$ cat config.mk
export PLATFORM = sky130hd
export DESIGN_NAME = vga_reg_replay
export DESIGN_NICKNAME = d
export VERILOG_FILES = /design/src/rtl/vrr_pkg.sv /design/src/rtl/vrr_ctrl.sv /design/src/rtl/vrr_dp.sv /design/src/rtl/vga_reg_replay.sv
export SDC_FILE = /design/constraint.sdc
export NUM_CORES = 1
export LEC_CHECK = 0
export ABC_AREA = 1
export BUFFER_PORTS_ARGS = -buffer_cell sky130_fd_sc_hd__buf_2
export CORE_ASPECT_RATIO = 0.75
export CORE_MARGIN = 5
export CORE_UTILIZATION = 57
export DETAILED_ROUTE_END_ITERATION = 6
export PLACE_DENSITY = 0.94
export SLEW_MARGIN = 25
export SYNTH_ARGS = -nofsm -noshare
export SYNTH_HDL_FRONTEND = slang
export SYNTH_SLANG_ARGS = --single-unit
$ cat constraint.sdc
create_clock -name clk -period 2.85 [get_ports clk]
set_input_delay 0.285 -clock clk [delete_from_list [all_inputs] [get_ports clk]]
set_output_delay 0.285 -clock clk [all_outputs]
set_load 0.05 [all_outputs]
$ cat src/rtl/vrr_pkg.sv
package vrr_pkg;

  // target of the current access
  typedef enum logic [3:0] {
    SEL_MISC, SEL_SEQI, SEL_SEQD, SEL_CRTI, SEL_CRTD,
    SEL_GFXI, SEL_GFXD, SEL_ATTR, SEL_STAT
  } ioSel_e;

  // where the write byte comes from
  typedef enum logic [2:0] {
    SRC_IDX, SRC_CONST, SRC_IMG, SRC_BLANK, SRC_UNPROT
  } dataSrc_e;

  // control -> datapath strobes
  typedef struct packed {
    ioSel_e     sel;
    dataSrc_e   src;
    logic [7:0] idx;
    logic [7:0] konst;
    logic       rd;
    logic       go;
    logic       grabMisc;
    logic       grabRd;
  } dpCtl_t;

  localparam logic [15:0] PORT_MISC_W = 16'h03C2;
  localparam logic [15:0] PORT_SEQ_I  = 16'h03C4;
  localparam logic [15:0] PORT_SEQ_D  = 16'h03C5;
  localparam logic [15:0] PORT_GFX_I  = 16'h03CE;
  localparam logic [15:0] PORT_GFX_D  = 16'h03CF;
  localparam logic [15:0] PORT_ATTR   = 16'h03C0;
  localparam logic [15:0] PORT_CRTI_C = 16'h03D4;
  localparam logic [15:0] PORT_CRTD_C = 16'h03D5;
  localparam logic [15:0] PORT_STAT_C = 16'h03DA;
  localparam logic [15:0] PORT_CRTI_M = 16'h03B4;
  localparam logic [15:0] PORT_CRTD_M = 16'h03B5;
  localparam logic [15:0] PORT_STAT_M = 16'h03BA;

  localparam logic [7:0] SEQ_HOLD      = 8'h01;
  localparam logic [7:0] SEQ_RUN       = 8'h03;
  localparam logic [7:0] SCREEN_OFF    = 8'h20;
  localparam logic [7:0] CRT_LOCK_IDX  = 8'h11;
  localparam logic [7:0] CRT_LOCK_MASK = 8'h7F;

endpackage

$ cat src/rtl/vrr_ctrl.sv
module vrr_ctrl
  import vrr_pkg::*;
#(
  parameter int NSEQ = 5,
  parameter int NCRT = 25,
  parameter int NGFX = 9,
  parameter int NATT = 21
) (
  input  logic   clk,
  input  logic   rstN,
  input  logic   start,
  input  logic   seqGfxOnly,
  input  logic   ioAck,
  output dpCtl_t ctl,
  output logic   done
);

  localparam int MAX_A = (NSEQ > NCRT) ? NSEQ : NCRT;
  localparam int MAX_B = (NGFX > NATT) ? NGFX : NATT;
  localparam int MAXN  = (MAX_A > MAX_B) ? MAX_A : MAX_B;
  localparam int IDX_W = (MAXN > 1) ? $clog2(MAXN) : 1;

  typedef enum logic [1:0] {ST_IDLE, ST_FETCH, ST_BUS, ST_DONE} state_e;
  typedef enum logic [2:0] {PH_MISC, PH_SRST, PH_SEQ, PH_UNP, PH_CRT, PH_GFX, PH_ATT} phase_e;

  state_e            st;
  phase_e            phase, nPhase;
  logic [2:0]        sub, nSub;
  logic [IDX_W-1:0]  idx, nIdx;
  logic              gfxOnlyQ, lastStep, advance;
  dpCtl_t            raw;

  // decode the current step into an access description
  always_comb begin
    raw       = '0;
    raw.idx   = 8'(idx);
    raw.go    = 1'b1;
    raw.sel   = SEL_SEQI;
    raw.src   = SRC_CONST;
    unique case (phase)
      PH_MISC: begin
        raw.sel = SEL_MISC;
        raw.src = SRC_IMG;
        raw.go  = !gfxOnlyQ;
      end
      PH_SRST: begin
        unique case (sub)
          3'd0:    begin raw.sel = SEL_SEQI; raw.konst = 8'h00; end
          3'd1:    begin raw.sel = SEL_SEQD; raw.konst = SEQ_HOLD; end
          3'd2:    begin raw.sel = SEL_SEQI; raw.konst = 8'h01; end
          3'd3:    begin raw.sel = SEL_SEQD; raw.src = SRC_BLANK; raw.idx = 8'h01; end
          3'd4:    begin raw.sel = SEL_SEQI; raw.konst = 8'h00; end
          default: begin raw.sel = SEL_SEQD; raw.konst = SEQ_RUN; end
        endcase
      end
      PH_SEQ: begin
        raw.sel = (sub == 3'd0) ? SEL_SEQI : SEL_SEQD;
        raw.src = (sub == 3'd0) ? SRC_IDX : SRC_IMG;
      end
      PH_UNP: begin
        unique case (sub)
          3'd0:    begin raw.sel = SEL_CRTI; raw.konst = CRT_LOCK_IDX; end
          3'd1:    begin raw.sel = SEL_CRTD; raw.rd = 1'b1; end
          default: begin raw.sel = SEL_CRTD; raw.src = SRC_UNPROT; end
        endcase
      end
      PH_CRT: begin
        raw.sel = (sub == 3'd0) ? SEL_CRTI : SEL_CRTD;
        raw.src = (sub == 3'd0) ? SRC_IDX : SRC_IMG;
      end
      PH_GFX: begin
        raw.sel = (sub == 3'd0) ? SEL_GFXI : SEL_GFXD;
        raw.src = (sub == 3'd0) ? SRC_IDX : SRC_IMG;
      end
      PH_ATT: begin
        unique case (sub)
          3'd0:    begin raw.sel = SEL_STAT; raw.rd = 1'b1; end
          3'd1:    begin raw.sel = SEL_ATTR; raw.src = SRC_IDX; end
          default: begin raw.sel = SEL_ATTR; raw.src = SRC_IMG; end
        endcase
      end
      default: ;
    endcase
  end

  // successor step
  always_comb begin
    nPhase   = phase;
    nSub     = sub + 3'd1;
    nIdx     = idx;
    lastStep = 1'b0;
    unique case (phase)
      PH_MISC: begin nPhase = PH_SRST; nSub = '0; end
      PH_SRST: if (sub == 3'd5) begin
        nSub = '0;
        if (NSEQ > 2) begin
          nPhase = PH_SEQ;
          nIdx   = IDX_W'(2);
        end else begin
          nPhase = gfxOnlyQ ? PH_GFX : PH_UNP;
          nIdx   = '0;
        end
      end
      PH_SEQ: if (sub != 3'd0) begin
        nSub = '0;
        if (idx == IDX_W'(NSEQ - 1)) begin
          nPhase = gfxOnlyQ ? PH_GFX : PH_UNP;
          nIdx   = '0;
        end else nIdx = idx + IDX_W'(1);
      end
      PH_UNP: if (sub == 3'd2) begin nPhase = PH_CRT; nSub = '0; nIdx = '0; end
      PH_CRT: if (sub != 3'd0) begin
        nSub = '0;
        if (idx == IDX_W'(NCRT - 1)) begin nPhase = PH_GFX; nIdx = '0; end
        else nIdx = idx + IDX_W'(1);
      end
      PH_GFX: if (sub != 3'd0) begin
        nSub = '0;
        if (idx == IDX_W'(NGFX - 1)) begin
          if (gfxOnlyQ) lastStep = 1'b1;
          else begin nPhase = PH_ATT; nIdx = '0; end
        end else nIdx = idx + IDX_W'(1);
      end
      PH_ATT: if (sub == 3'd2) begin
        nSub = '0;
        if (idx == IDX_W'(NATT - 1)) lastStep = 1'b1;
        else nIdx = idx + IDX_W'(1);
      end
      default: ;
    endcase
  end

  assign advance = (st == ST_BUS) && (ioAck || !raw.go);
  assign done    = (st == ST_DONE);

  always_comb begin
    ctl          = raw;
    ctl.go       = raw.go && (st == ST_BUS);
    ctl.grabMisc = advance && (phase == PH_MISC);
    ctl.grabRd   = advance && raw.rd;
  end

  always_ff @(posedge clk) begin
    if (!rstN) begin
      st       <= ST_IDLE;
      phase    <= PH_MISC;
      sub      <= '0;
      idx      <= '0;
      gfxOnlyQ <= 1'b0;
    end else begin
      unique case (st)
        ST_IDLE: if (start) begin
          st       <= ST_FETCH;
          phase    <= PH_MISC;
          sub      <= '0;
          idx      <= '0;
          gfxOnlyQ <= seqGfxOnly;
        end
        ST_FETCH: st <= ST_BUS;
        ST_BUS: if (advance) begin
          st    <= lastStep ? ST_DONE : ST_FETCH;
          phase <= nPhase;
          sub   <= nSub;
          idx   <= nIdx;
        end
        default: st <= ST_IDLE;
      endcase
    end
  end

endmodule

$ cat src/rtl/vrr_dp.sv
module vrr_dp
  import vrr_pkg::*;
#(
  parameter int NSEQ   = 5,
  parameter int NCRT   = 25,
  parameter int NGFX   = 9,
  parameter int NATT   = 21,
  parameter int IMG_AW = 6
) (
  input  logic              clk,
  input  logic              rstN,
  input  dpCtl_t            ctl,
  input  logic [7:0]        imgData,
  input  logic [7:0]        ioRdata,
  output logic [IMG_AW-1:0] imgAddr,
  output logic [15:0]       ioAddr,
  output logic [7:0]        ioWdata,
  output logic              ioWr,
  output logic              ioRd
);

  localparam int BASE_MISC = 0;
  localparam int BASE_SEQ  = 1;
  localparam int BASE_CRT  = BASE_SEQ + NSEQ;
  localparam int BASE_GFX  = BASE_CRT + NCRT;
  localparam int BASE_ATT  = BASE_GFX + NGFX;

  logic       colourQ;
  logic [7:0] rdQ;

  always_ff @(posedge clk) begin
    if (!rstN) begin
      colourQ <= 1'b1;
      rdQ     <= '0;
    end else begin
      if (ctl.grabMisc) colourQ <= imgData[0];
      if (ctl.grabRd)   rdQ     <= ioRdata;
    end
  end

  always_comb begin
    unique case (ctl.sel)
      SEL_MISC: imgAddr = IMG_AW'(BASE_MISC);
      SEL_SEQD: imgAddr = IMG_AW'(BASE_SEQ + int'(ctl.idx));
      SEL_CRTD: imgAddr = IMG_AW'(BASE_CRT + int'(ctl.idx));
      SEL_GFXD: imgAddr = IMG_AW'(BASE_GFX + int'(ctl.idx));
      SEL_ATTR: imgAddr = IMG_AW'(BASE_ATT + int'(ctl.idx));
      default:  imgAddr = '0;
    endcase
  end

  always_comb begin
    unique case (ctl.sel)
      SEL_MISC: ioAddr = PORT_MISC_W;
      SEL_SEQI: ioAddr = PORT_SEQ_I;
      SEL_SEQD: ioAddr = PORT_SEQ_D;
      SEL_CRTI: ioAddr = colourQ ? PORT_CRTI_C : PORT_CRTI_M;
      SEL_CRTD: ioAddr = colourQ ? PORT_CRTD_C : PORT_CRTD_M;
      SEL_GFXI: ioAddr = PORT_GFX_I;
      SEL_GFXD: ioAddr = PORT_GFX_D;
      SEL_ATTR: ioAddr = PORT_ATTR;
      default:  ioAddr = colourQ ? PORT_STAT_C : PORT_STAT_M;
    endcase
  end

  always_comb begin
    unique case (ctl.src)
      SRC_IDX:    ioWdata = ctl.idx;
      SRC_IMG:    ioWdata = imgData;
      SRC_BLANK:  ioWdata = imgData | SCREEN_OFF;
      SRC_UNPROT: ioWdata = rdQ & CRT_LOCK_MASK;
      default:    ioWdata = ctl.konst;
    endcase
  end

  assign ioWr = ctl.go & ~ctl.rd;
  assign ioRd = ctl.go & ctl.rd;

endmodule

$ cat src/rtl/vga_reg_replay.sv
module vga_reg_replay
  import vrr_pkg::*;
#(
  parameter int NSEQ = 5,
  parameter int NCRT = 25,
  parameter int NGFX = 9,
  parameter int NATT = 21,
  localparam int IMG_N  = 1 + NSEQ + NCRT + NGFX + NATT,
  localparam int IMG_AW = $clog2(IMG_N)
) (
  input  logic              clk,
  input  logic              rstN,
  input  logic              start,
  input  logic              seqGfxOnly,
  output logic [IMG_AW-1:0] imgAddr,
  input  logic [7:0]        imgData,
  output logic [15:0]       ioAddr,
  output logic [7:0]        ioWdata,
  output logic              ioWr,
  output logic              ioRd,
  input  logic [7:0]        ioRdata,
  input  logic              ioAck,
  output logic              done
);

  dpCtl_t ctl;

  vrr_ctrl #(.NSEQ(NSEQ), .NCRT(NCRT), .NGFX(NGFX), .NATT(NATT)) u_ctrl (
    .clk(clk), .rstN(rstN), .start(start), .seqGfxOnly(seqGfxOnly),
    .ioAck(ioAck), .ctl(ctl), .done(done)
  );

  vrr_dp #(.NSEQ(NSEQ), .NCRT(NCRT), .NGFX(NGFX), .NATT(NATT), .IMG_AW(IMG_AW)) u_dp (
    .clk(clk), .rstN(rstN), .ctl(ctl), .imgData(imgData), .ioRdata(ioRdata),
    .imgAddr(imgAddr), .ioAddr(ioAddr), .ioWdata(ioWdata), .ioWr(ioWr), .ioRd(ioRd)
  );

endmodule

# Word level (Yosys, flattened, before mapping)
# Index checks and enable logic that the tools add are counted.
[totals]
reg_bits = 22
inputBits = 21
output_inout_bits = 33
word_cells = 154
[op_classes]
add_sub_neg = 6
n_eq_ne = 44
mux = 69
bitwise_logic = 3
reduce_logical = 25
[ops]
columns = ["cell", "count"]
rows = [
  ["16-bit case mux with 8 select lines", 1],
  ["5-bit 2-to-1 mux", 14],
  ["3-bit 2-to-1 mux", 18],
  ["7-bit case mux with 7 select lines", 1],
  ["8-bit case mux with 4 select lines", 1],
  ["5-bit case mux with 6 select lines", 1],
  ["3-bit by 2-bit != test with 1-bit output, second input constant", 9],
  ["6-bit case mux with 4 select lines", 1],
  ["7-bit 2-to-1 mux", 3],
  ["5-bit case mux with 2 select lines", 2],
  ["3-bit by 2-bit == test with 1-bit output, second input constant", 6],
  ["3-bit == test, second input constant", 6],
  ["3-bit case mux with 6 select lines", 1],
  ["4-bit by 3-bit == test with 1-bit output, second input constant", 4],
  ["2-bit 2-to-1 mux", 7],
  ["7-bit != test, second input constant", 2],
  ["13-bit AND reduction", 1],
  ["3-bit case mux with 2 select lines", 2],
  ["3-bit case mux with 4 select lines", 1],
  ["12-bit AND reduction", 1],
  ["5-bit == test, second input constant", 2],
  ["10-bit 2-to-1 mux", 1],
  ["3-bit logical NOT", 3],
  ["3-bit OR reduction", 3],
  ["35 further kinds", 56],
]

# Logic depth before layout (Yosys ltp)
[depth]
ltp_word = 7
ltp_mapped = 15
depth_no_buf = 14

# By module
# Synthesis repeated with hierarchy kept, for this count alone.
[hier_totals]
hier_cells = 459
hier_area_um2 = 2516.2
[modules_own_cells]
columns = ["mod", "n_inst", "cells_each", "area_each_um2", "seq_area_each_um2"]
rows = [
  ["vrr_ctrl", 1, 261, 1446.4, 280.3],
  ["vrr_dp", 1, 198, 1069.8, 160.2],
]

# Worst setup path before layout
# Ideal clock, no wire load.
[synth_path]
path_kind = "register to output"
startpoint = "reg u_ctrl.sub[2]"
endpoint = "out imgAddr[2]"
t_arrival_ns = 2.467
t_required_ns = 2.565
setup_slack_ns = 0.098
stages_incl_launch_ff = 10
n_path_buf = 0
cell_sequence = "dfxtp_1 inv_1 ha_1 inv_1 nor2_8 nor2_1 inv_1 fa_1 xnor2_1 o21bai_1"
[synth_via]
elab_chain_cells = 6
word_cells_on_any_way = 22
classes_between = "add/sub: 4; eq/ne: 7; mux: 9; reduce/logical: 2"
[synth_lines]
columns = ["element", "line", "source"]
rows = [
  ["start: declaration", "vrr_ctrl.sv:28", "logic [2:0] sub, nSub;"],
  ["start signal: assignment", "vrr_ctrl.sv:163", "sub <= nSub;"],
  ["parallel branches: the longest is 5 deep, another holds 6-bit adder", "-", ""],
  ["6-bit case mux with 4 select lines *", "vrr_dp.sv:42", "unique case (ctl.sel)"],
  ["end: declaration", "vga_reg_replay.sv:15", "output logic [IMG_AW-1:0] imgAddr,"],
]
# Every way passes the cells marked *.

# Final worst setup path
[layout_path]
startpoint = "reg u_ctrl.sub[0]"
endpoint = "out imgAddr[3]"
# The elaborated chain is that of the path after synthesis.

==> metrics.txt <==
largest net degree at the start of global routing=17; maxcap violations=0; CTS tree=yes; worst min path class=in2reg; CP Capture Type=output port; Clock Latency Late Sink=between 0.2 and 0.3 ns; DP Wirelength=roughly 6500 microns; Post-synth top cells=nand2_1, nand3_1, nor2_1; Gate Count Post-Synth=about 450; asr flop ratio synth=0%; pre-CTS setup slack=~0.13 ns; total wire length=8430 microns; syn_area_per_cell=6.15 sq um; Worst Skew=slightly below 0.007 ns; clock sinks=22; post-synth top area cell=dfxtp_1; Starting DRT DRC Count=about 380; Max Clk Rate=approximately 360 MHz; # fillers=397; final net count=around 530; die area=6350 sq um; Setup WS post-layout=~0.043 ns; Worst EP required=2.57 ns; clock slew at reported path FFs=around 0.090 ns; I/O Buffers=43; ranking of synthesized cells by area=dfxtp_1, nand2_1, nand3_1; Slew HR=61.9%; sequential-to-total area share from yosys stat=16.0%; antenna cell count=0; startpoint types=flip-flop; First-pass DRT Iterations=6; die width=roughly 90 microns; Area Growth Syn to Fin=14.9%; total power=1.92 mW; RSZ-0062 raised after global routing=true; vias per cell=about 5.8; crit-path cells=inv_1 > ha_2 > inv_2 > nor2_4 > nor2_4 > ha_1 > a21oi_1 > o21ai_1 > nand2_1 > nand2_1 > o21bai_2 > clkbuf_4; Rows=21; Core ar.=around 4600 sq um; Seq cells post-synth=22; H-Tree Depth=1; Slew Viols, Final=0; Pwr Density=between 600 and 700 nW/um^2; Starting Density=around three fifths; Vias=about 3200; P_leak=1.61 nW; Slowest-stage cell, CP=ha_1; measured slew at the worst slew-check pin=roughly 0.57 ns; EDFF count, synth=0; fin crit share=a little over nine tenths; leading register cell type out of synthesis=dfxtp_1; crit path max fanout=7; global-route wire length before repair=around 14000 microns; # IOs=between 50 and 60; Distinct cells, synth=45; fraction of layout cells with a size suffix above 1=a little over a quarter; cts hold-fix bufs=0; CP peak stage delay=roughly 0.37 ns; YS warnings=0; DRT antenna net count=0; critical path class=reg2out; Mapped Area=about 2800 sq um; remaining global-route overflow=0; placed cell count=between 500 and 600; final std cells w/o fill=~560; setup violators final=0; Total GRT Usage=approximately a quarter; antenna violations before repair=0; most frequent cell after synthesis=nand2_1; Root Buffer=clkbuf_8; Fin. Hold Viols=0; final core utilization=a little under 70%; Critical Path AT=around 2.5 ns; die height=between 70 and 80 microns; post-route minimum period=about 2.8 ns; worst vdd rail ir drop=0.461 mV; final estimated routing congestion in global placement=~0.96; vias in the first global route=about 3000; total CTS buffers=3; Synth top area share=between 15 and 20%; CTS Buffer Depth=2; DR WL/cell=15.2 microns; detailed-route DRC error count=0; status=complete, no violations
-- routing by layer --
layer / up-vias / wire length (microns) / track usage (%)
met2: 205 / 3650 / 40.9
met1: 1442 / 3550 / 34.8
li1: 1535 / - / -
met5: - / 0 / 0
met4: 0 / 198 / 6.61
met3: 31 / 1040 / 6.87
-- stage by stage --
step / cell area [sq um] / setup TNS [ns] / hold WS [ns]
detailed placement: 3000 / 0 / 0.447
finish: 3170 / 0 / 0.279
floorplan: 2790 / 0 / 0.419
global route: 3170 / -0.161 / 0.289
global placement: 3000 / 0 / 0.439
CTS: 3090 / 0 / 0.276
-- area by class of cell --
class,count,area (sq um),area share [%]
flip-flops and latches,22,447,14.1
repair buffers,54,328,10.3
multi-input cells,357,2020,63.6
inverters,61,238,7.50
clock buffers,3,41.3,1.30
well taps,57,71.3,2.25
clock inverters,1,30.0,0.947
-- path summary, 6_finish.rpt --
check,to,depth (start not counted),slack [ns],from
worst min register to register,u_dp.rdQ[5]$_SDFFE_PN0P_,2,0.46,u_dp.rdQ[5]$_SDFFE_PN0P_
worst max-delay path,imgAddr[3],12,0.04,u_ctrl.sub[0]$_SDFFE_PN0P_
worst max register to register,u_dp.rdQ[6]$_SDFFE_PN0P_,12,0.72,u_ctrl.sub[0]$_SDFFE_PN0P_
worst min-delay path,u_dp.rdQ[0]$_SDFFE_PN0P_,3,0.28,ioRdata[0]
-- worst max-delay path, delay by kind of cell, from the launching register on --
| family | cells | cell delay, ns |
|---|---|---|
| adders and majority gates | 2 | 0.61 |
| buffers and inverters | 3 | 0.40 |
| AOI/OAI and AO/OA | 3 | 0.47 |
| DFF | 1 | 0.35 |
| and+or+nand+nor | 4 | 0.43 |
-- registers in the layout, indices dropped and copies added (netlist names) --
register,flops
u_dp.colourQ,1
u_ctrl.gfxOnlyQ,1
u_ctrl.phase,3
u_ctrl.sub,3
u_ctrl.st,2
u_ctrl.idx,5
u_dp.rdQ,7
-- placed cells by master, fill, tap and decap left out, drive strengths merged, types with 6 or more instances in the layout --
cell,count
clkbuf,9
dfxtp,22
o21ai,26
a21oi,23
nor3,6
nand4,9
nand2,124
inv,59
conb,9
ha,13
buf,48
nand3,58
nor2,70
-- kinds of logic (layout without fill, tap and decap cells) --
logic type | after synthesis | in the layout | share of synthesized area [%]
DFF | 22 | 22 | 16.0
other | 2 | 9 | 0.272
buffers and inverters | 77 | 119 | 13.2
and+or+nand+nor | 270 | 270 | 49.8
adders and majority gates | 14 | 14 | 6.62
AOI/OAI and AO/OA | 62 | 62 | 13.5
xor gates and xnor gates | 2 | 2 | 0.635
-- timing repair --
item	4_1_cts	5_1_grt
pin swaps	1	1
gates resized for setup	5	22
buffers inserted	1	2
gates cloned	0	0
endpoints found under the setup margin	4	12
-- report_power, final --
group          internal [mW]  total, mW  switching, mW  leakage [nW]
logic                  0.336       1.25          0.911          1.39
clock network          0.188      0.311          0.123        0.0357
registers              0.331      0.368         0.0367         0.181
total                  0.855       1.92           1.07          1.61
Power figures use the tool's default switching activity.
